===== config.mk =====
export PLATFORM = sky130hd
export DESIGN_NAME = mbus_slave_if
export DESIGN_NICKNAME = d
export VERILOG_FILES = /design/src/rtl/mbus_pkg.sv /design/src/rtl/mbus_sync.sv /design/src/rtl/mbus_addr_latch.sv /design/src/rtl/mbus_cycle_dec.sv /design/src/rtl/mbus_wr_capture.sv /design/src/rtl/mbus_slave_if.sv
export SDC_FILE = /design/constraint.sdc
export NUM_CORES = 1
export LEC_CHECK = 0
export ABC_AREA = 1
export BUFFER_PORTS_ARGS = -buffer_cell sky130_fd_sc_hd__clkbuf_2
export CORE_UTILIZATION = 48
export DETAILED_ROUTE_END_ITERATION = 8
export PLACE_DENSITY = 0.75
export SLEW_MARGIN = 20
export SYNTH_ARGS = -nofsm -noshare
export SYNTH_HDL_FRONTEND = slang
export SYNTH_HIERARCHICAL = 1
export SYNTH_SLANG_ARGS = --single-unit

===== constraint.sdc =====
create_clock -name clk -period 2.7 [get_ports clk]
set_input_delay 0.405 -clock clk [delete_from_list [all_inputs] [get_ports clk]]
set_output_delay 0.405 -clock clk [all_outputs]
set_load 0.02 [all_outputs]

===== src/rtl/mbus_pkg.sv =====
package mbus_pkg;

  // Bus cycle class decoded from the synchronised strobes
  typedef enum logic [2:0] {
    CYC_STANDBY = 3'd0,
    CYC_IDLE    = 3'd1,
    CYC_READ    = 3'd2,
    CYC_WRITE   = 3'd3,
    CYC_CLASH   = 3'd4
  } cyc_e;

endpackage


===== src/rtl/mbus_sync.sv =====
// Multi-stage synchroniser for a vector of asynchronous pins.
module mbus_sync #(
  parameter int          W       = 1,
  parameter int          STAGES  = 2,
  parameter logic [W-1:0] RST_VAL = '0
) (
  input  logic         clk,
  input  logic         rst_n,
  input  logic [W-1:0] din,
  output logic [W-1:0] dout
);

  logic [STAGES-1:0][W-1:0] pipe_q;
  logic [STAGES-1:0][W-1:0] pipe_d;

  always_comb begin
    pipe_d[0] = din;
    for (int s = 1; s < STAGES; s++) begin
      pipe_d[s] = pipe_q[s-1];
    end
  end

  always_ff @(posedge clk or negedge rst_n) begin
    if (!rst_n) begin
      for (int s = 0; s < STAGES; s++) begin
        pipe_q[s] <= RST_VAL;
      end
    end else begin
      pipe_q <= pipe_d;
    end
  end

  assign dout = pipe_q[STAGES-1];

endmodule


===== src/rtl/mbus_addr_latch.sv =====
// Transparent address latch built from a clocked hold register.
module mbus_addr_latch #(
  parameter int LO_W = 8,
  parameter int HI_W = 7,
  localparam int A_W = LO_W + HI_W
) (
  input  logic            clk,
  input  logic            rst_n,
  input  logic            ale_s,
  input  logic [LO_W-1:0] lo_s,
  input  logic [HI_W-1:0] hi_s,
  output logic [A_W-1:0]  addr_o
);

  logic [A_W-1:0] addr_q;
  logic [A_W-1:0] addr_d;

  always_comb begin
    addr_d = addr_q;
    if (ale_s) begin
      addr_d = {hi_s, lo_s};
    end
  end

  always_ff @(posedge clk or negedge rst_n) begin
    if (!rst_n) begin
      addr_q <= '0;
    end else if (ale_s) begin
      addr_q <= addr_d;
    end
  end

  assign addr_o = addr_d;

  // once the strobe has been low for a cycle the address does not move
  p_addr_frozen_r4: assert property (@(posedge clk) disable iff (!rst_n)
    (!ale_s && !$past(ale_s)) |-> $stable(addr_o));

  // while the strobe is high the pins flow straight through
  p_addr_flow_r3: assert property (@(posedge clk) disable iff (!rst_n)
    ale_s |-> (addr_o == {hi_s, lo_s}));

endmodule


===== src/rtl/mbus_cycle_dec.sv =====
// Strobe decode and read-side bus drive.
module mbus_cycle_dec
  import mbus_pkg::*;
#(
  parameter int D_W = 8
) (
  input  logic           clk,
  input  logic           rst_n,
  input  logic           ce_n_s,
  input  logic           pf_n_s,
  input  logic           rd_n_s,
  input  logic           wr_n_s,
  input  logic [D_W-1:0] rdata_i,
  output cyc_e           cyc_o,
  output logic           oe_o,
  output logic [D_W-1:0] dout_o,
  output logic           standby_o
);

  logic           rd_any;
  cyc_e           cyc;
  logic           oe_q, oe_d;
  logic           stby_q, stby_d;
  logic [D_W-1:0] dout_q, dout_d;
  logic           dout_en;

  always_comb begin
    rd_any = !pf_n_s || !rd_n_s;
    if (ce_n_s) begin
      cyc = CYC_STANDBY;
    end else if (rd_any && !wr_n_s) begin
      cyc = CYC_CLASH;
    end else if (rd_any) begin
      cyc = CYC_READ;
    end else if (!wr_n_s) begin
      cyc = CYC_WRITE;
    end else begin
      cyc = CYC_IDLE;
    end
  end

  always_comb begin
    oe_d    = (cyc == CYC_READ);
    stby_d  = (cyc == CYC_STANDBY);
    dout_en = oe_d || oe_q;
    dout_d  = oe_d ? rdata_i : '0;
  end

  always_ff @(posedge clk or negedge rst_n) begin
    if (!rst_n) begin
      oe_q   <= 1'b0;
      stby_q <= 1'b1;
    end else begin
      oe_q   <= oe_d;
      stby_q <= stby_d;
    end
  end

  always_ff @(posedge clk or negedge rst_n) begin
    if (!rst_n) begin
      dout_q <= '0;
    end else if (dout_en) begin
      dout_q <= dout_d;
    end
  end

  assign cyc_o     = cyc;
  assign oe_o      = oe_q;
  assign dout_o    = dout_q;
  assign standby_o = stby_q;

  // a deselected chip never drives the shared lines
  p_standby_quiet_r2: assert property (@(posedge clk) disable iff (!rst_n)
    $past(ce_n_s) |-> (!oe_o && standby_o));

  // a read/write conflict never drives the shared lines
  p_clash_silent_r9: assert property (@(posedge clk) disable iff (!rst_n)
    ($past(cyc) == CYC_CLASH) |-> !oe_o);

  // the shared lines are inputs while the write strobe is low
  p_no_drive_in_write_r10: assert property (@(posedge clk) disable iff (!rst_n)
    $past(!wr_n_s) |-> !oe_o);

endmodule


===== src/rtl/mbus_wr_capture.sv =====
// Write-strobe edge detect, data capture and one-cycle core write request.
module mbus_wr_capture #(
  parameter int A_W = 15,
  parameter int D_W = 8
) (
  input  logic           clk,
  input  logic           rst_n,
  input  logic           wr_n_s,
  input  logic           is_write,
  input  logic [D_W-1:0] data_s,
  input  logic [A_W-1:0] addr_i,
  output logic           pulse_o,
  output logic [A_W-1:0] waddr_o,
  output logic [D_W-1:0] wdata_o
);

  logic           wr_prev_q;
  logic           armed_q, armed_d;
  logic [D_W-1:0] data_q;
  logic           data_en;
  logic           wr_rise;
  logic           pulse_q, pulse_d;
  logic [A_W-1:0] waddr_q;
  logic [D_W-1:0] wdata_q;

  always_comb begin
    wr_rise = wr_n_s && !wr_prev_q;
    data_en = !wr_n_s;
    // armed stays set only if every low cycle of the strobe decoded as a write
    armed_d = wr_n_s ? 1'b1 : (armed_q && is_write);
    pulse_d = wr_rise && armed_q;
  end

  always_ff @(posedge clk or negedge rst_n) begin
    if (!rst_n) begin
      wr_prev_q <= 1'b1;
      armed_q   <= 1'b1;
      pulse_q   <= 1'b0;
    end else begin
      wr_prev_q <= wr_n_s;
      armed_q   <= armed_d;
      pulse_q   <= pulse_d;
    end
  end

  always_ff @(posedge clk or negedge rst_n) begin
    if (!rst_n) begin
      data_q <= '0;
    end else if (data_en) begin
      data_q <= data_s;
    end
  end

  always_ff @(posedge clk or negedge rst_n) begin
    if (!rst_n) begin
      waddr_q <= '0;
      wdata_q <= '0;
    end else if (pulse_d) begin
      waddr_q <= addr_i;
      wdata_q <= data_q;
    end
  end

  assign pulse_o = pulse_q;
  assign waddr_o = waddr_q;
  assign wdata_o = wdata_q;

  // the write request lasts exactly one cycle
  p_pulse_single_r7: assert property (@(posedge clk) disable iff (!rst_n)
    pulse_o |=> !pulse_o);

  // a request follows a release of the write strobe one cycle earlier
  p_pulse_after_rise_r7: assert property (@(posedge clk) disable iff (!rst_n)
    pulse_o |-> ($past(wr_n_s) && !$past(wr_n_s, 2)));

  // a request needs a clean write decode on the last low cycle
  p_pulse_needs_write_r9: assert property (@(posedge clk) disable iff (!rst_n)
    pulse_o |-> $past(is_write, 2));

endmodule


===== src/rtl/mbus_slave_if.sv =====
// Multiplexed address/data bus slave front end.
module mbus_slave_if
  import mbus_pkg::*;
#(
  parameter int LO_W        = 8,
  parameter int HI_W        = 7,
  parameter int SYNC_STAGES = 2
) (
  input  logic                   clk,
  input  logic                   rst_n,
  input  logic                   ale_i,
  input  logic                   ce_n_i,
  input  logic                   pfetch_n_i,
  input  logic                   rd_n_i,
  input  logic                   wr_n_i,
  input  logic [LO_W-1:0]        ad_i,
  input  logic [HI_W-1:0]        ahi_i,
  output logic [LO_W-1:0]        ad_o,
  output logic                   ad_oe_o,
  output logic                   standby_o,
  output logic [LO_W+HI_W-1:0]   core_addr_o,
  input  logic [LO_W-1:0]        core_rdata_i,
  output logic                   wr_pulse_o,
  output logic [LO_W+HI_W-1:0]   wr_addr_o,
  output logic [LO_W-1:0]        wr_data_o
);

  localparam int A_W     = LO_W + HI_W;
  localparam int N_STB   = 5;
  localparam logic [N_STB-1:0] STB_IDLE = 5'b01111;

  // reset: asserted at once, released through two flops
  logic rst_meta_q, rst_sync_q;
  always_ff @(posedge clk or negedge rst_n) begin
    if (!rst_n) begin
      rst_meta_q <= 1'b0;
      rst_sync_q <= 1'b0;
    end else begin
      rst_meta_q <= 1'b1;
      rst_sync_q <= rst_meta_q;
    end
  end

  logic rst_n_int;
  assign rst_n_int = rst_sync_q;

  // strobes and buses pass through matching synchroniser depths
  logic [N_STB-1:0] stb_s;
  logic [A_W-1:0]   bus_s;

  mbus_sync #(.W(N_STB), .STAGES(SYNC_STAGES), .RST_VAL(STB_IDLE)) u_stb_sync (
    .clk  (clk),
    .rst_n(rst_n_int),
    .din  ({ale_i, ce_n_i, pfetch_n_i, rd_n_i, wr_n_i}),
    .dout (stb_s)
  );

  mbus_sync #(.W(A_W), .STAGES(SYNC_STAGES), .RST_VAL('0)) u_bus_sync (
    .clk  (clk),
    .rst_n(rst_n_int),
    .din  ({ahi_i, ad_i}),
    .dout (bus_s)
  );

  logic            ale_s, ce_n_s, pf_n_s, rd_n_s, wr_n_s;
  logic [LO_W-1:0] lo_s;
  logic [HI_W-1:0] hi_s;

  assign {ale_s, ce_n_s, pf_n_s, rd_n_s, wr_n_s} = stb_s;
  assign {hi_s, lo_s} = bus_s;

  logic [A_W-1:0] addr;

  mbus_addr_latch #(.LO_W(LO_W), .HI_W(HI_W)) u_addr (
    .clk   (clk),
    .rst_n (rst_n_int),
    .ale_s (ale_s),
    .lo_s  (lo_s),
    .hi_s  (hi_s),
    .addr_o(addr)
  );

  cyc_e cyc;

  mbus_cycle_dec #(.D_W(LO_W)) u_dec (
    .clk      (clk),
    .rst_n    (rst_n_int),
    .ce_n_s   (ce_n_s),
    .pf_n_s   (pf_n_s),
    .rd_n_s   (rd_n_s),
    .wr_n_s   (wr_n_s),
    .rdata_i  (core_rdata_i),
    .cyc_o    (cyc),
    .oe_o     (ad_oe_o),
    .dout_o   (ad_o),
    .standby_o(standby_o)
  );

  mbus_wr_capture #(.A_W(A_W), .D_W(LO_W)) u_wr (
    .clk     (clk),
    .rst_n   (rst_n_int),
    .wr_n_s  (wr_n_s),
    .is_write(cyc == CYC_WRITE),
    .data_s  (lo_s),
    .addr_i  (addr),
    .pulse_o (wr_pulse_o),
    .waddr_o (wr_addr_o),
    .wdata_o (wr_data_o)
  );

  assign core_addr_o = addr;

  // the bus is never driven in the same cycle as a write request
  p_drive_vs_write_r10: assert property (@(posedge clk) disable iff (!rst_n_int)
    wr_pulse_o |-> !ad_oe_o);

endmodule


# ---- Yosys cells after proc, flatten, opt, wreduce, memory -nomap -nowiden
# Index checks and enable logic that the tools add are counted.
# W data, S select, Z words.
dict set report word_totals {
  register_bits 101
  in_bits 30
  output_inout_bits 49
  elab_cells 36
}
dict set report op_classes {
  n_eq_ne 2
  muxes 7
  n_reduce_logical 11
}
# cell count
set op_table {}
lappend op_table {{$mux W15} 1}
lappend op_table {{$mux W3} 3}
lappend op_table {{$mux W8} 1}
lappend op_table {{$eq A3 B2 Y1 const B} 2}
lappend op_table {{$logic_and A1 B1 Y1} 4}
lappend op_table {{$logic_not A1 Y1} 4}
lappend op_table {{$logic_not A3 Y1} 1}
lappend op_table {{$logic_or A1 B1 Y1} 2}
lappend op_table {{$mux W2} 1}
lappend op_table {{$mux W1} 1}

# ---- Logic depth before layout (Yosys ltp)
# Gate-level depths: netlist of the first run.
dict set report logic_depth {
  depth_word 8
  ltp_mapped 10
  mapped_depth_nobuf 8
}

# ---- By module
# The synthesis of the first run kept the hierarchy.
# module instances cells_each area_each_um2 seq_area_each_um2
set by_module_without_submodules {}
lappend by_module_without_submodules {mbus_wr_capture 1 144 1381.3 853.3}
lappend by_module_without_submodules {{mbus_sync (u_bus_sync)} 1 30 750.7 750.7}
lappend by_module_without_submodules {mbus_addr_latch 1 79 728.2 375.4}
lappend by_module_without_submodules {mbus_cycle_dec 1 48 459.2 251.5}
lappend by_module_without_submodules {{mbus_sync (u_stb_sync)} 1 10 260.2 260.2}
lappend by_module_without_submodules {mbus_slave_if 1 5 63.8 50.0}

# ---- Worst setup path after synthesis of the first run
# OpenSTA, ideal clock, no wires.
dict set report synth_path {
  kind {flip-flop to flip-flop}
  from {register u_stb_sync.pipe_q (netlist bit u_stb_sync/dout[2])}
  to {register u_wr.armed_q}
  setup_time_ns 0.064
  arrival_time_ns 1.491
  required_ns 2.636
  setup_slack_ns 1.145
  stages_incl_launch_ff 11
  path_buffers 2
  synth_period_minus_slack_ns 1.555
  cell_sequence {dfstp_2 > nand2_1 > buf_4 > ha_1 > inv_1 > nor2_2 > buf_6 > nand2_1 > nor2_2 > nand2_1 > nand2_1}
}
dict set report synth_between {
  elab_chain_len 8
  elab_cells_between_ends 9
  classes_between {1 x eq/ne; 4 x mux; 4 x reduce/logical}
}
# item line
set synth_rtl {}
lappend synth_rtl {{from (decl)} mbus_sync.sv:13} ;# logic [STAGES-1:0][W-1:0] pipe_q;
lappend synth_rtl {{from (signal assigned)} mbus_sync.sv:29} ;# pipe_q <= pipe_d;
lappend synth_rtl {{$logic_not A1 Y1 *} mbus_cycle_dec.sv:28} ;# rd_any = !pf_n_s || !rd_n_s;
lappend synth_rtl {{$logic_or A1 B1 Y1 *} mbus_cycle_dec.sv:28}
lappend synth_rtl {{$mux W3 or $logic_and A1 B1 Y1 (tied branches)} {mbus_cycle_dec.sv:33, mbus_cycle_dec.sv:31}}
lappend synth_rtl {{$mux W3 *} mbus_cycle_dec.sv:31} ;# end else if (rd_any && !wr_n_s) begin
lappend synth_rtl {{$mux W3 *} mbus_cycle_dec.sv:29} ;# if (ce_n_s) begin
lappend synth_rtl {{via cyc[1]} mbus_slave_if.sv:83} ;# cyc_e cyc;
lappend synth_rtl {{$eq A3 B2 Y1 *} mbus_slave_if.sv:103} ;# .is_write(cyc == CYC_WRITE),
lappend synth_rtl {{$logic_and A1 B1 Y1 *} mbus_wr_capture.sv:30} ;# armed_d = wr_n_s ? 1'b1 : (armed_q && is_write);
lappend synth_rtl {{$mux W1 *} mbus_wr_capture.sv:30}
lappend synth_rtl {{via u_wr.armed_d} mbus_wr_capture.sv:18} ;# logic armed_q, armed_d;
lappend synth_rtl {{to (signal assigned)} mbus_wr_capture.sv:41} ;# armed_q <= armed_d;
lappend synth_rtl {{to (decl)} mbus_wr_capture.sv:18}
# The timed path passes the listed nets; every way through them passes the cells marked *.
# A chain may end at the register's enable or synchronous reset.

# ---- Final worst setup path of the first run
dict set report layout_path {
  from {register u_stb_sync.pipe_q (netlist bit u_stb_sync/dout[4])}
  to {output core_addr_o[14]}
}
dict set report layout_between {
  elab_chain_len 1
}
# item line
set layout_rtl {}
lappend layout_rtl {{$mux W15} mbus_addr_latch.sv:20} ;# if (ale_s) begin
lappend layout_rtl {{to (decl)} mbus_slave_if.sv:21} ;# output logic [LO_W+HI_W-1:0] core_addr_o,
# No other way between the ends.

==> metrics.md, run 1 <==
| Metric | Value |
|---|---|
| Status | `finished, final reports clean` |
| I/O Buffers | `78` |
| Max-Cap Viols | `0` |
| Clk pwr share | `between 30% and 40%` |
| Most frequent cell after synthesis | `nand2_1` |
| Synth warnings | `6` |
| FF+latch count, synth | `about 100` |
| Setup bufs post-CTS | `0` |
| Sequential share of the synthesized area | `a little over two thirds` |
| Die H | `89.1 um` |
| DPL Wire Length | `~4400 um` |
| Syn Nets | `approximately 350` |
| Ratio of cells with drive above 1 in the final layout | `between 30% and 40%` |
| Synth top area cells | `dfrtp_1 (62%), nand2_1 (13%), dfstp_2 (7.9%)` |
| Comb pwr share | `between 10 and 15%` |
| Crit-path cells | `inv_8 -> nand2_1 -> nand2_1 -> clkbuf_2` |
| Hold Crit Start | `pfetch_n_i` |
| Violation count after the first detailed-route iteration | `142` |
| WP data arrival | `1.74 ns` |
| Core area | `~0.0073 mm^2` |
| Post-Syn Area per Cell | `approximately 12 um^2` |
| P_sw | `about 940 uW` |
| Area delta synth->final | `17.0%` |
| Initial core utilization | `around half` |
| Drt via density | `between 4 and 5` |
| Critical Path Most Common Cell | `nand2_1` |
| Pleak | `around 2.3 nW` |
| Largest net degree at the start of global routing | `52` |
| Yosys top cell area share | `61.8%` |
| VDD IR-drop max | `between 300 and 400 uV` |
| Worst setup margin | `0.554 ns` |
| Initial antenna violation count | `0` |
| CTS clk-pin slew, worst paths | `0.10 ns` |
| Global-route wire length before repair | `9900 um` |
| Cell area after synthesis | `roughly 0.0036 mm^2` |
| Final setup fails | `0` |
| Slew Limit Headroom | `approximately 55%` |
| Crit start category | `flip-flop` |
| Commonest cells in the netlist | `nand2_1 (131), dfrtp_1 (90), nand4_1 (31)` |
| Internal power | `roughly 2.3 mW` |
| Max incr delay on CP | `a little under 0.8 ns` |
| H-tree depth | `3` |
| Layout net count | `423` |
| Min Tclk post-route | `around 2.1 ns` |
| Worst hold path type | `in2reg` |
| Post-Synthesis Cells | `approximately 320` |
| GR Overflow Total | `0` |
| Chip width | `just under 90 um` |
| Post-CTS sizing | `0` |
| GP Congestion | `between 0.7 and 0.8` |
| Routed wire length | `roughly 6000 um` |
| Hold Path Stages | `1` |
| Fin crit share | `roughly four fifths` |
| Worst Setup SP | `u_stb_sync/dout[4]` |
| Number of synthesized flops with an enable pin | `0` |
| GRT Overall Usage | `approximately 17%` |
| Pwr/cell area | `750 mW/mm^2` |
| Number of diodes | `0` |
| Place WS | `0.656 ns` |
| Measured slew at the worst slew-check pin | `between 0.6 and 0.7 ns` |
| CTS Buf Count | `9` |
| WS Path Type | `reg2out` |
| CTS Buffer Depth | `2` |
| Predominant post-synthesis flop cell | `dfrtp_1` |
| Worst path slowest cell | `dfrtp_1` |
| Area leader, netlist | `dfrtp_1` |
| Fmax achieved | `~470 MHz` |
| Routed length per placed instance | `around 12 um` |
| Hold Vio Cnt, Final | `0` |
| Vias in the first global route | `between 2000 and 2500` |
| Cell variety after synth | `22` |
| Reg power frac | `between 50% and 60%` |
| Skew-Pair Late Insertion Delay | `0.36 ns` |
| CTS tree | `yes` |
| # IOs | `between 70 and 80` |
| Die area | `slightly below 0.008 mm^2` |
| Critical Path Fanout Max | `16` |
| Reg2reg start | `u_stb_sync/dout[2]` |
| Clock Skew | `roughly 0.012 ns` |
| Reg2reg path depth | `7` |
| Setup TNS | `0 ns` |
| Max-slew violations | `0` |
| DRC Markers | `0` |
| Num rows | `31` |
| Fillers | `664` |
| Critical Path End Type | `primary output` |
| Total number of vias | `2358` |
| Ys async rst share | `100%` |
| Drt first pass iters | `4` |
| Clk root buf | `clkbuf_8` |
| Switching Share | `just under 30%` |
| RSZ-0062 raised after global routing | `no` |
| CTS sink count | `between 100 and 150` |
| Final ANT Viol Nets | `0` |
| CP required | `2.30 ns` |
cell usage in the layout, fill, tap and decap left out, types with 2 or more instances in the layout:
cell type,Yosys,routed
inv_2,2,2
nand4_1,31,31
clkbuf_2,0,78
nand2_4,10,10
inv_8,1,2
nand2_1,131,131
clkbuf_8,0,9
nor2_2,2,2
nand3_1,8,8
dfstp_2,11,11
nor2_1,2,2
dfrtp_1,90,89
inv_6,0,2
inv_1,5,5
clkinvlp_4,0,2
per-stage QoR:
step | util [%] | hold slack [ns] | instance area (um^2) | instances | total power [mW]
3_3_place_gp | 55.5 | 0.198 | 4050 | 479 | 2.25
4_1_cts | 58.5 | 0.105 | 4260 | 496 | 3.23
5_1_grt | 58.5 | 0.0980 | 4260 | 496 | 3.36
3_5_place_dp | 55.5 | 0.193 | 4050 | 479 | 2.27
2_1_floorplan | - | 0.109 | 3640 | 316 | 2.10
6_report | 58.5 | 0.124 | 4260 | 496 | 3.20
metal layers:
metal	up-vias	wire, um	GRT usage, %
met4	0	142	9.09
met5	-	0	0
met1	1120	2860	23.2
li1	1171	-	-
met3	10	327	4.52
met2	57	2850	24.7
cell families after synthesis:
group	share of synthesized area, %
adders and majority gates	0.343
buffers and inverters	5.05
DFF	69.7
other	0.103
and+or+nand+nor	24.8
timing repair:
action | CTS | global route
endpoints found under the hold margin | 2 | 0
setup endpoints to repair | 0 | 0
hold buffers | 1 | 0
layout make-up:
type                       instances  area [um^2]  share of cell area [%]
clock buffer                       9          124                    2.91
sequential                       101         2540                    59.7
tap                               99          124                    2.91
timing repair buffer              81          428                    10.0
inverter                           9         41.3                   0.969
clock inverter                     7         82.6                    1.94
multi-input combinational        190          918                    21.5
power groups by stage:
stage                     clock [mW]  combinational, mW  sequential (mW)
final                          0.969              0.465             1.76
after floorplan                    0              0.208             1.89
after global placement             0              0.458             1.79
after detailed placement           0              0.471             1.79
after global routing            1.06              0.519             1.79
after CTS                      0.995              0.473             1.77
path summary, 6_finish.rpt:
path | slack, ns | endpoint
hold reg to reg | 0.34 | u_wr/waddr_o[8]
max in group asynchronous | 1.68 | u_bus_sync/dout[8]
hold / removal | 0.12 | u_stb_sync/pipe_d[7]
setup reg to reg | 0.60 | u_dec/dout_o[5]
min in group asynchronous | 0.34 | u_wr/waddr_o[8]
setup / recovery | 0.55 | core_addr_o[14]
flip-flops by register name (all words and copies together), names as in the netlist, 5 cells and up:
signal,cells
u_addr/addr_q,15
u_bus_sync/dout,15
u_bus_sync/pipe_d,15
u_wr/waddr_o,15
u_dec/dout_o,8
u_wr/data_q,8
u_wr/wdata_o,8
u_stb_sync/dout,5
u_stb_sync/pipe_d,5
worst max-delay path: cells and delay by family (launching register included):
family,cells,cell delay [ns]
buf+inv,2,0.36
flops,1,0.79
simple gates,2,0.22
Power figures use the tool's default switching activity.
==> run 2, diff against run 1 <==
- ABC_AREA: 1 -> 0
- CORE_UTILIZATION: 48 -> 54
- PLACE_DENSITY: 0.75 -> 0.79
- clock period: 2.7 -> 2.06 ns (I/O delays scaled with it)
==> metrics.md, run 2 <==
| Metric | Value |
|---|---|
| Chip width | `85.7 um (-3.9%)` |
| Ratio of cells with drive above 1 in the final layout | `62.5% (+30 points)` |
| Setup slack, reg-to-reg | `0.39 ns (-0.21 ns)` |
| Setup bufs post-CTS | `0 (unchanged)` |
| DRC Markers | `0 (unchanged)` |
| Violation count after the first detailed-route iteration | `89 (-37%)` |
| Core area | `0.00679 mm^2 (-6.8%)` |
| Cell area after synthesis | `0.00378 mm^2 (+3.8%)` |
| Skew-Pair Late Insertion Delay | `0.35 ns (about the same)` |
| Total number of vias | `1825 (-23%)` |
| GR Overflow Total | `0 (unchanged)` |
| Internal power | `3.18 mW (+41%)` |
| Post-Syn Area per Cell | `18.9 um^2 (+64%)` |
| GP Congestion | `0.690 (-13%)` |
| Cell variety after synth | `18 (-18%)` |
| Sequential share of the synthesized area | `67.2% (-2.5 points)` |
| Predominant post-synthesis flop cell | `dfrtp_1` |
| Clk pwr share | `25.6% (-4.7 points)` |
| Synth top area cells | `dfrtp_1 (60%), mux2_4 (23%), dfstp_2 (7.6%)` |
| Largest net degree at the start of global routing | `42 (-19%)` |
| Status | `finished, final reports clean` |
| Commonest cells in the netlist | `dfrtp_1 (90), mux2_4 (57), mux2_2 (12)` |
| Hold Path Stages | `1 (unchanged)` |
| DPL Wire Length | `3790 um (-13%)` |
| Drt via density | `4.69 (-1.3%)` |
| Vias in the first global route | `1824 (-15%)` |
| Final ANT Viol Nets | `0 (unchanged)` |
| Worst hold path type | `in2reg` |
| CTS sink count | `101 (unchanged)` |
| Fmax achieved | `approximately 560 MHz` |
| Post-Synthesis Cells | `200 (-37%)` |
| Clk root buf | `clkbuf_8` |
| Power Total | `4.37 mW (+37%)` |
| Switching Share | `27.2% (-2.1 points)` |
| Die H | `85.7 um (-3.9%)` |
| CTS Buf Count | `9 (unchanged)` |
| Reg2reg end | `u_wr/wdata_o[6]` |
| Worst Hold End | `u_stb_sync/pipe_d[5]` |
| RSZ-0062 raised after global routing | `no` |
| Post-CTS sizing | `0 (unchanged)` |
| Area leader, netlist | `dfrtp_1` |
| Measured slew at the worst slew-check pin | `0.523 ns (-0.153 ns)` |
| Reg power frac | `54.2% (-1.0 points)` |
| VDD IR-drop max | `452 uV (+40%)` |
| WHS | `0.0385 ns (-0.0858 ns)` |
| Reg2reg path depth | `3 (-4)` |
| Initial core utilization | `55.7% (+5.7 points)` |
| P_sw | `1.19 mW (+27%)` |
| WS Path Type | `reg2out` |
| Leading cell type in the layout, fill and taps excluded | `dfrtp_1` |
| Syn Nets | `231 (-33%)` |
| Min Tclk post-route | `~1.8 ns` |
| Hold Vio Cnt, Final | `0 (unchanged)` |
| CTS clk-pin slew, worst paths | `0.08 ns (-0.02 ns)` |
| Final setup fails | `0 (unchanged)` |
| Dpl cell area | `0.00428 mm^2 (+5.9%)` |
| Comb pwr share | `20.2% (+5.7 points)` |
| WP data arrival | `1.47 ns (-0.27 ns)` |
| Global-route wire length before repair | `8910 um (-10%)` |
| Critical Path End Type | `primary output` |
| CTS Buffer Depth | `2 (unchanged)` |
| Die area | `0.00734 mm^2 (-7.6%)` |
| CP required | `1.75 ns (-0.55 ns)` |
| Routed length per placed instance | `14.0 um (+12%)` |
| Initial antenna violation count | `0 (unchanged)` |
| Max-slew violations | `0 (unchanged)` |
| Synth warnings | `6 (unchanged)` |
| Final Cell Area | `0.00447 mm^2 (+4.9%)` |
| Layout net count | `319 (-25%)` |
| I/O Buffers | `78 (unchanged)` |
| Clock Skew | `0.0102 ns (-0.00152 ns)` |
| Pwr/cell area | `977 mW/mm^2 (+30%)` |
| Setup TNS | `0 ns (unchanged)` |
| Most frequent cell after synthesis | `dfrtp_1` |
| Area delta synth->final | `18.3%` |
| # IOs | `79 (unchanged)` |
| Hold buffers post-CTS | `1 (unchanged)` |
| GRT Overall Usage | `16.2% (-0.71 points)` |
| Most frequent cells in the layout | `dfrtp_1 (88), clkbuf_2 (78), mux2_4 (57)` |
| Number of synthesized flops with an enable pin | `0 (unchanged)` |
| H-tree depth | `3 (unchanged)` |
| Hold Crit Start | `wr_n_i` |
| Num rows | `30 (-3.2%)` |
| Critical Path Fanout Max | `30 (+14)` |
| Number of diodes | `0 (unchanged)` |
| Max-Cap Viols | `0 (unchanged)` |
| Yosys top cell area share | `59.6% (-2.2 points)` |
| Drt first pass iters | `3 (-1)` |
| Pleak | `2.30 nW (-1.5%)` |
| FF+latch count, synth | `101 (unchanged)` |
| CTS tree | `yes` |
| Routed wire length | `5440 um (-12%)` |
| Fin crit share | `between 80% and 90%` |
| Ys async rst share | `100% (unchanged)` |
| Reg2reg start | `u_stb_sync/dout[0]` |
| Slew Limit Headroom | `65.1% (+10 points)` |
| Crit start category | `flip-flop` |
-- run 2: cell count changes in the layout (fill, tap and decap cells not counted), sizes merged, moves of 3 or more --
cell	previous run	this run
nand2	142	2
mux2	0	69
nand4	31	0
nand3	10	0
nor2b	0	10
inv	11	4
clkbuf	87	91
nor2	4	1
-- run 2: power groups by stage --
stage / clock network (mW) / logic (mW) / registers, mW
2_1_floorplan: 0 / 0.440 / 2.58
3_3_place_gp: 0 / 0.870 / 2.40
3_5_place_dp: 0 / 0.893 / 2.41
4_1_cts: 1.16 / 0.894 / 2.38
5_1_grt: 1.24 / 0.945 / 2.40
6_report: 1.12 / 0.881 / 2.37
-- run 2: metrics by stage --
step	setup WS, ns	cells	utilization (%)
after floorplan	0.375	200	-
after global placement	0.394	372	63.1
after detailed placement	0.368	372	63.1
after CTS	0.257	389	65.8
after global routing	0.235	389	65.8
final	0.279	389	65.8
-- run 2: final cells by class --
class | count | area (um^2)
inverters | 4 | 15.0
fillers | 490 | 2320
clock inverters | 3 | 20.0
flip-flops and latches | 101 | 2550
repair buffers | 83 | 455
multi-input cells | 89 | 1160
clock buffers | 13 | 159
well taps | 96 | 120
-- run 2: routing by layer --
metal	share of wire, %	GRT usage, %	wire, um	vias up
li1	-	-	-	855
met1	46	22.2	2520	906
met2	47	24.9	2580	55
met3	4.8	4.14	260	9
met4	1.5	6.82	81	0
met5	0	0	0	-
-- run 2: worst max path at each step --
stage / start / end / cells past startpoint
global route: u_stb_sync/dout[4] / core_addr_o[3] / 3
CTS: u_stb_sync/dout[4] / core_addr_o[7] / 3
global placement: u_stb_sync/dout[0] / u_wr/wdata_o[3] / 3
detailed placement: u_stb_sync/dout[0] / u_wr/wdata_o[6] / 3
floorplan: rst_n_int / u_addr/addr_q[0] / 0
finish: u_stb_sync/dout[4] / core_addr_o[7] / 3
-- run 2: cell families (layout without fill, tap and decap cells) --
| group | Yosys count | after routing | share of synthesized area, % |
|---|---|---|---|
| compound gates | 3 | 3 | 0.861 |
| fa+ha+maj | 1 | 1 | 0.331 |
| buf+inv | 10 | 103 | 2.18 |
| flops | 101 | 101 | 67.2 |
| mux | 69 | 69 | 26.2 |
| other cells | 1 | 1 | 0.0992 |
| simple gates | 15 | 15 | 3.11 |
-- run 2: worst max-delay path: stages, from the launching register on --
cell	delay, ns
dfrtp_2	0.38
buf_12	0.25
mux2_4	0.34
clkbuf_2	0.16
==> run 3, diff against run 2 <==
- PLACE_DENSITY: 0.79 -> default
- PLACE_DENSITY_LB_ADDON: default -> 0.08
==> metrics.md, run 3 (same netlist as run 2, synthesis figures left out) <==
| Metric | Value |
|---|---|
| Final ANT Viol Nets | `0 (unchanged)` |
| Final setup fails | `0 (unchanged)` |
| Clk root buf | `clkbuf_8` |
| DPL Wire Length | `3690 um (-2.7%)` |
| Critical Path Fanout Max | `12 (-60%)` |
| # placed instances | `374 (+0.54%)` |
| Hold Vio Cnt, Final | `0 (unchanged)` |
| Die H | `85.7 um (unchanged)` |
| Final Cell Area | `0.00455 mm^2 (+1.8%)` |
| Total number of vias | `1860 (+1.9%)` |
| I/O Buffers | `78 (unchanged)` |
| DRC Markers | `0 (unchanged)` |
| Routed length per placed instance | `14.0 um (-0.20%)` |
| Die area | `0.00734 mm^2 (unchanged)` |
| Post-CTS sizing | `0 (unchanged)` |
| Place WS | `0.332 ns (-0.0353 ns)` |
| CTS clk-pin slew, worst paths | `0.09 ns (about the same)` |
| GP Congestion | `0.654 (-5.2%)` |
| Dpl cell area | `0.00430 mm^2 (+0.35%)` |
| Skew-Pair Late Insertion Delay | `0.35 ns (about the same)` |
| GRT Overall Usage | `16.7% (+0.53 points)` |
| Largest net degree at the start of global routing | `45 (+7.1%)` |
| CTS Buffer Depth | `2 (unchanged)` |
| Layout net count | `325 (+1.9%)` |
| WP data arrival | `1.50 ns (+0.03 ns)` |
| Pleak | `2.34 nW (+1.8%)` |
| Fin crit share | `87.6% (+1.2 points)` |
| Max incr delay on CP | `0.40 ns (+0.02 ns)` |
| Slew Limit Headroom | `66.3% (+1.2 points)` |
| Max-slew violations | `0 (unchanged)` |
| Number of diodes | `0 (unchanged)` |
| CTS Buf Count | `9 (unchanged)` |
| Hold Crit Start | `ahi_i[2]` |
| Leading cell type in the layout, fill and taps excluded | `dfrtp_1` |
| Measured slew at the worst slew-check pin | `0.506 ns (-0.0175 ns)` |
| # IOs | `79 (unchanged)` |
| Utilization after layout | `67.0% (+1.2 points)` |
| Violation count after the first detailed-route iteration | `65 (-27%)` |
| Crit path buf inv count | `2 (unchanged)` |
| CTS sink count | `101 (unchanged)` |
| H-tree depth | `3 (unchanged)` |
| Initial antenna violation count | `0 (unchanged)` |
| Clock Skew | `0.00735 ns (-0.00288 ns)` |
| Status | `finished, final reports clean` |
| Worst hold path type | `in2reg` |
| Worst path slowest cell | `dfrtp_2` |
| Non-filler cells in the finished layout | `395 (+1.5%)` |
| Min Tclk post-route | `1.81 ns (+0.0242 ns)` |
| Setup bufs post-CTS | `0 (unchanged)` |
| Num rows | `30 (unchanged)` |
| Reg2reg start | `u_stb_sync/dout[0]` |
| Pwr/cell area | `990 mW/mm^2 (+1.4%)` |
| Fillers | `478 (-2.4%)` |
| Core area | `0.00679 mm^2 (unchanged)` |
| Critical Path End Type | `primary output` |
| Initial core utilization | `55.7% (unchanged)` |
| Crit start category | `flip-flop` |
| Chip width | `85.7 um (unchanged)` |
| Drt via density | `4.71 (+0.37%)` |
| Max-Cap Viols | `0 (unchanged)` |
| GR Overflow Total | `0 (unchanged)` |
| Routed wire length | `5520 um (+1.3%)` |
| Ratio of cells with drive above 1 in the final layout | `62.5% (+0.084 points)` |
| Worst Setup SP | `u_stb_sync/dout[4]` |
| WS Path Type | `reg2out` |
| RSZ-0062 raised after global routing | `no` |
| Most frequent cells in the layout | `dfrtp_1 (88), clkbuf_2 (78), mux2_4 (57)` |
| Hold buffers post-CTS | `5 (+4)` |
| Global-route wire length before repair | `9110 um (+2.2%)` |
| CP required | `1.75 ns (about the same)` |
| VDD IR-drop max | `578 uV (+28%)` |
| Crit-path cells | `buf_4 -> mux2_4 -> clkbuf_2` |
| Fmax achieved | `554 MHz (-1.3%)` |
| CP top delay family | `buffers and inverters` |
| Setup TNS | `0 ns (unchanged)` |
| Vias in the first global route | `1871 (+2.6%)` |
| Drt first pass iters | `3 (unchanged)` |
| Worst setup margin | `0.255 ns (-0.0242 ns)` |
| CTS tree | `yes` |
| Area delta synth->final | `20.5%` |
run 3: layout make-up:
class                      instances  area, um^2  share of cell area, %
inverter                           4        15.0                  0.330
clock inverter                     7        81.3                   1.79
timing repair buffer              89         510                   11.2
sequential                       101        2550                   55.9
multi-input combinational         89        1160                   25.4
tap                               96         120                   2.64
clock buffer                       9         124                   2.72
run 3: worst paths after layout:
check                                              to  slack [ns]  cells past startpoint
worst max-delay path                   core_addr_o[8]        0.25                      3
worst min-delay path            u_bus_sync/pipe_d[25]        0.05                      1
worst max register to register        u_dec/dout_o[2]        0.34                      5
worst min register to register     u_bus_sync/dout[7]        0.18                      0
max in group asynchronous              u_wr/wr_prev_q        1.28                      1
min in group asynchronous          u_bus_sync/dout[7]        0.18                      0
run 3: metal layers:
layer	global-route usage, %	vias to the layer above	share of wire (%)
li1	-	864	-
met1	22.4	945	46
met2	25.1	47	48
met3	5.77	4	5.0
met4	7.27	0	1.1
met5	0	-	0
run 3: stage by stage:
step / power (mW) / hold WS, ns
after floorplan: 3.02 / 0.0134
after global placement: 3.28 / 0.0977
after detailed placement: 3.30 / 0.100
after CTS: 4.59 / 0.0270
after global routing: 4.75 / 0.0273
final: 4.51 / 0.0531
run 3: power by group:
group / total [mW] / internal, mW / switching [mW]
clock network: 1.25 / 0.578 / 0.672
logic: 0.900 / 0.458 / 0.442
registers: 2.36 / 2.23 / 0.135
run 3: worst reg2reg max path, delay by kind of cell, from the launching register on:
kind	cells	cell delay, ns
buf+inv	1	0.07
flops	1	0.64
simple gates	2	0.29
mux	1	0.31
fa+ha+maj	1	0.30
